`src/rtl/rtc_shadow_pkg.sv`:
```
package rtc_shadow_pkg;

  // Byte offsets decoded by software; their values are fixed.
  localparam logic [7:0] OFS_SEC_LIVE   = 8'h08;
  localparam logic [7:0] OFS_SEC_SHADOW = 8'h0C;
  localparam logic [7:0] OFS_MSEC       = 8'h10;

  typedef enum logic [1:0] {
    SEL_NONE   = 2'd0,
    SEL_LIVE   = 2'd1,
    SEL_SHADOW = 2'd2,
    SEL_MSEC   = 2'd3
  } reg_sel_e;

endpackage

```
`src/rtl/rtc_ms_count.sv`:
```
module rtc_ms_count #(
  parameter int MS_PER_SEC = 1000,
  localparam int MS_W = $clog2(MS_PER_SEC)
) (
  input  logic            clk,
  input  logic            rst,
  input  logic            tick,
  output logic [MS_W-1:0] ms,
  output logic            roll
);

  localparam logic [MS_W-1:0] LAST = MS_W'(MS_PER_SEC - 1);

  assign roll = tick && (ms == LAST);

  always_ff @(posedge clk) begin
    if (rst)       ms <= '0;
    else if (roll) ms <= '0;
    else if (tick) ms <= ms + 1'b1;
  end

  assert_ms_range_R3: assert property (@(posedge clk) disable iff (rst)
    ms <= LAST);
  assert_ms_step_R2: assert property (@(posedge clk) disable iff (rst)
    (tick && ms != LAST) |=> ms == $past(ms) + 1'b1);
  assert_ms_hold_R2: assert property (@(posedge clk) disable iff (rst)
    !tick |=> $stable(ms));
  assert_ms_wrap_R3: assert property (@(posedge clk) disable iff (rst)
    (tick && ms == LAST) |=> ms == '0);

endmodule

```
`src/rtl/rtc_sec_count.sv`:
```
module rtc_sec_count #(
  parameter int SEC_W = 32
) (
  input  logic             clk,
  input  logic             rst,
  input  logic             carry,
  input  logic             snap,
  output logic [SEC_W-1:0] sec,
  output logic [SEC_W-1:0] shadow
);

  always_ff @(posedge clk) begin
    if (rst)        sec <= '0;
    else if (carry) sec <= sec + 1'b1;
  end

  // Captures the pre-edge value, which pairs with the pre-edge ms returned.
  always_ff @(posedge clk) begin
    if (rst)       shadow <= '0;
    else if (snap) shadow <= sec;
  end

  assert_sec_carry_R3: assert property (@(posedge clk) disable iff (rst)
    carry |=> sec == $past(sec) + 1'b1);
  assert_sec_hold_R9: assert property (@(posedge clk) disable iff (rst)
    !carry |=> $stable(sec));
  assert_shadow_load_R6: assert property (@(posedge clk) disable iff (rst)
    snap |=> shadow == $past(sec));
  assert_shadow_hold_R7: assert property (@(posedge clk) disable iff (rst)
    !snap |=> $stable(shadow));

endmodule

```
`src/rtl/rtc_read_port.sv`:
```
module rtc_read_port
  import rtc_shadow_pkg::*;
#(
  parameter int ADDR_W = 8,
  parameter int DATA_W = 32,
  parameter int MS_W   = 10,
  parameter int SEC_W  = 32
) (
  input  logic              clk,
  input  logic              rst,
  input  logic              rd_en,
  input  logic [ADDR_W-1:0] rd_addr,
  input  logic [MS_W-1:0]   ms,
  input  logic [SEC_W-1:0]  sec,
  input  logic [SEC_W-1:0]  shadow,
  output logic              snap,
  output logic [DATA_W-1:0] rd_data,
  output logic              rd_valid
);

  reg_sel_e sel;

  always_comb begin
    sel = SEL_NONE;
    if (rd_addr == ADDR_W'(OFS_SEC_LIVE))        sel = SEL_LIVE;
    else if (rd_addr == ADDR_W'(OFS_SEC_SHADOW)) sel = SEL_SHADOW;
    else if (rd_addr == ADDR_W'(OFS_MSEC))       sel = SEL_MSEC;
  end

  assign snap = rd_en && (sel == SEL_MSEC);

  always_ff @(posedge clk) begin
    if (rst) begin
      rd_data  <= '0;
      rd_valid <= 1'b0;
    end else begin
      rd_valid <= rd_en;
      if (rd_en) begin
        case (sel)
          SEL_LIVE:   rd_data <= DATA_W'(sec);
          SEL_SHADOW: rd_data <= DATA_W'(shadow);
          SEL_MSEC:   rd_data <= DATA_W'(ms);
          default:    rd_data <= '0;
        endcase
      end
    end
  end

  assert_valid_rise_R5: assert property (@(posedge clk) disable iff (rst)
    rd_en |=> rd_valid);
  assert_valid_idle_R5: assert property (@(posedge clk) disable iff (rst)
    !rd_en |=> !rd_valid);
  assert_unmapped_zero_R8: assert property (@(posedge clk) disable iff (rst)
    (rd_en && sel == SEL_NONE) |=> rd_data == '0);

endmodule

```
`src/rtl/rtc_shadow_top.sv`:
```
module rtc_shadow_top #(
  parameter int MS_PER_SEC = 1000,
  parameter int SEC_W      = 32,
  parameter int ADDR_W     = 8,
  parameter int DATA_W     = 32
) (
  input  logic              clk,
  input  logic              rst,
  input  logic              tick_en,
  input  logic              rd_en,
  input  logic [ADDR_W-1:0] rd_addr,
  output logic [DATA_W-1:0] rd_data,
  output logic              rd_valid
);

  localparam int MS_W = $clog2(MS_PER_SEC);

  logic [MS_W-1:0]  ms;
  logic             roll;
  logic             snap;
  logic [SEC_W-1:0] sec;
  logic [SEC_W-1:0] shadow;

  rtc_ms_count #(.MS_PER_SEC(MS_PER_SEC)) u_ms (
    .clk(clk), .rst(rst), .tick(tick_en), .ms(ms), .roll(roll)
  );

  rtc_sec_count #(.SEC_W(SEC_W)) u_sec (
    .clk(clk), .rst(rst), .carry(roll), .snap(snap),
    .sec(sec), .shadow(shadow)
  );

  rtc_read_port #(
    .ADDR_W(ADDR_W), .DATA_W(DATA_W), .MS_W(MS_W), .SEC_W(SEC_W)
  ) u_rd (
    .clk(clk), .rst(rst), .rd_en(rd_en), .rd_addr(rd_addr),
    .ms(ms), .sec(sec), .shadow(shadow), .snap(snap),
    .rd_data(rd_data), .rd_valid(rd_valid)
  );

  assert_reset_clear_R1: assert property (@(posedge clk)
    rst |=> (ms == '0 && sec == '0 && shadow == '0 && !rd_valid));

endmodule

```
`config.mk`:
```
export PLATFORM = sky130hd
export DESIGN_NAME = rtc_shadow_top
export DESIGN_NICKNAME = d
export VERILOG_FILES = /design/src/rtl/rtc_shadow_pkg.sv /design/src/rtl/rtc_ms_count.sv /design/src/rtl/rtc_sec_count.sv /design/src/rtl/rtc_read_port.sv /design/src/rtl/rtc_shadow_top.sv
export SDC_FILE = /design/constraint.sdc
export NUM_CORES = 1
export LEC_CHECK = 0
export BUFFER_PORTS_ARGS = -buffer_cell sky130_fd_sc_hd__buf_4
export CAP_MARGIN = 10
export CORE_UTILIZATION = 59
export CTS_CLUSTER_SIZE = 10
export DETAILED_ROUTE_END_ITERATION = 12
export PLACE_DENSITY = 0.86
export SYNTH_ARGS = -nofsm -noshare
export SYNTH_HDL_FRONTEND = slang
export SYNTH_SLANG_ARGS = --single-unit
```
`constraint.sdc`:
```
create_clock -name clk -period 2.89 [get_ports clk]
set_clock_uncertainty 0.15 [all_clocks]
set_input_delay 0.289 -clock clk [delete_from_list [all_inputs] [get_ports clk]]
set_output_delay 0.289 -clock clk [all_outputs]
set_load 0.05 [all_outputs]
```
==> metrics.yaml <==
post_synth_mux_area_share: 0.0913
hold_path.class: "primary input to flip-flop"
synth-seq-area-share: 0.437
postCtsHoldBufs: 0
post_synth_inst_count: 579
route.detailed.vias_per_inst: 6.25
die-height_um: 93.2
ctsRootBufferMaster: "clkbuf_8"
report.final.hold_viol_count: 0
wl_um: 11400
cp-start-kind: "flip-flop"
syn_nets: 593
per_instance_average_area_after_synthesis_um2: 8.47
p_leak_uw: 0.00182
insertion_delay_ps: 380
synth-simple-area-share: 0.272
worstPathArrival_ps: 2590
detail-route-antenna-nets: 0
grt_pass1_wl_um: 18800
syn_area_mm2: 0.00490
boundaryPins: 45
holdPathStages: 3
gr-total-overflow: 0
synth-edff-count: 0
floorplan.rows: 32
finalNonFillerCells: 705
synthesis.yosys.warnings: 0
worst_setup_hold_path_clk_slew_ps: 110
max_cap_violations: 0
ys_types: 38
worst_hold_startpoint: "tick_en"
post-dp-hpwl_um: 7370
dr_total_vias: 4408
p_per_area_mw_per_mm2: 453
hold_path_end: "u_ms.ms[0]$_SDFFE_PP0P_"
drt_iter0_markers: 339
synth-compound-area-share: 0.132
max-clock-path-buffers: 2
tritoncts_num_sinks: 107
grt_max_degree: 57
initial_util: 0.622
timing.critical_path.fanout_max: 20
worst_r2r_endpoint: "u_sec.sec[11]$_SDFFE_PP0P_"
setup_buffers_after_cts: 0
die-area_mm2: 0.00868
layout-drive-gt1-share: 0.184
synth_top_family_by_area: "simple AND/OR/NAND/NOR gates"
insertedDiodeCount: 0
yosys_most_used_dff: "dfxtp_1"
ff2ff_path_depth: 5
finalWeightedCongestion: 0.816
worstPathRequired_ps: 3040
period_share: 0.847
die_width_um: 93.2
post_synth_xor_area_fraction: 0.0232
status: "finished, final reports clean"
tns_ps: 0
finalSetupViolations: 0
place_inst: 689
drt_pre_antenna_iters: 5
relSlewSlack: 0.494
drc_errors: 0
startpoint: "u_ms.ms[0]$_SDFFE_PP0P_"
asyncSetResetFlopFracSynth: 0
tightestPinTransition_ps: 757
r2r_setup_slack_ps: 440
synth-adder-area-share: 0.00510
timing.fmax_ghz: 0.409
maxSlewViolCount: 0
vdd_ir_drop_max_uv: 306
cts_tree: "done"
routedWlPerCell_um: 16.2
synth.largest_area_cell: "dfxtp_1"
worst_setup_path_end_kind: "flip-flop"
netlist_top_cells_area: "dfxtp_1, mux2_2, a21oi_1"
finalNetCount: 612
yosysTopAreaCellShare: 0.437
cts-htree-levels: 3
place.port_buffers: 44
antenna_found_initial: 0
area_growth_syn_to_layout_pct: 10.7
rsz0062_at_grt: "false"
grtUsageTotal: 0.272
cts_buffers: 9
critical_path.reg2reg.startpoint: "u_ms.ms[0]$_SDFFE_PP0P_"
ys_ff_latch: 107
first_global_vias: 4144
cts_repair_resize_count: 0
critPathKind: "flip-flop to flip-flop"
finalCriticalPeriod_ps: 2450
core_region_area_mm2: 0.00789
## cell usage after synthesis (all sizes together), types with 6 or more instances
| master | count |
|---|---|
| dfxtp | 107 |
| nor4 | 12 |
| nand3 | 34 |
| xnor2 | 9 |
| o21ai | 13 |
| nand2b | 23 |
| nand2 | 90 |
| clkbuf | 33 |
| buf | 10 |
| and4 | 6 |
| o31ai | 17 |
| or4 | 19 |
| nor2b | 8 |
| a21oi | 72 |
| mux2 | 38 |
| nand4 | 16 |
| a22oi | 10 |
| nor2 | 28 |
## cells by family after synthesis
kind of cell,Yosys count
buffers and inverters,47
muxes,40
DFF,107
xor gates and xnor gates,13
adders and majority gates,2
AOI/OAI and AO/OA,114
and+or+nand+nor,256
## area by class of cell
cell class,instances,area [um2]
multi-input combinational,425,2570
fill,612,2460
sequential,107,2140
timing repair buffer,51,383
clock buffer,11,141
tap,102,128
clock inverter,5,43.8
inverter,4,15.0
## through the flow
step	utilization	cell area, um2	total power (uW)	hold slack [ps]	worst slack [ps]
2_1_floorplan	-	4900	1580	222	731
3_5_place_dp	0.664	5240	1610	296	522
4_1_cts	0.688	5430	2460	98.7	483
6_report	0.688	5430	2460	107	442
5_1_grt	0.688	5430	2530	103	339
3_3_place_gp	0.664	5240	1600	288	646
## where the power goes
| part | internal (uW) | switching [uW] |
|---|---|---|
| clock | 349 | 534 |
| sequential | 1480 | 4.75 |
| combinational | 32.0 | 61.6 |
## flip-flops by register name, indices dropped and copies added (netlist names)
register	count
u_ms.ms	10
u_rd.rd_valid	1
u_sec.sec	32
u_rd.rd_data	32
u_sec.shadow	32
## worst max-delay path, cell delays in order, from the launching register on
cell	delay, ps
dfxtp_1	430
ha_1	250
nand4_1	250
or4_4	600
or4_1	520
a21oi_1	160
## how the worst max path moves through the flow
stage,depth (start not counted),slack [ps],to
global route,5,340,u_sec.sec[8]$_SDFFE_PP0P_
detailed placement,5,520,u_sec.sec[8]$_SDFFE_PP0P_
finish,5,440,u_sec.sec[11]$_SDFFE_PP0P_
floorplan,6,730,u_sec.sec[9]$_SDFFE_PP0P_
CTS,5,480,u_sec.sec[11]$_SDFFE_PP0P_
global placement,5,650,u_sec.sec[14]$_SDFFE_PP0P_
## cells in the final DEF (no fill, tap or decap), types with 2 or more instances in the layout
master and count:
a21oi_1 72, a22oi_1 10, and2_1 4, and3_1 5, and4_1 6, buf_4 51, clkbuf_8 10, clkinv_4 3
dfxtp_1 107, ha_1 2, inv_1 4, inv_6 2, mux2_2 38, mux2i_1 2, nand2_1 90, nand2b_1 23
nand3_1 34, nand4_1 16, nor2_1 28, nor2b_1 8, nor3_1 3, nor3_2 2, nor4_1 12, o21ai_0 13
o31ai_1 17, or4_1 18, xnor2_1 9, xor2_1 4
## routing by layer
| layer | up-vias | GRT usage | share of wire |
|---|---|---|---|
| li1 | 2100 | - | - |
| met1 | 2124 | 0.330 | 0.43 |
| met2 | 164 | 0.474 | 0.49 |
| met3 | 20 | 0.0398 | 0.058 |
| met4 | 0 | 0.126 | 0.017 |
| met5 | - | 0 | 0 |
Note: power is estimated with default switching activity, not from simulation.
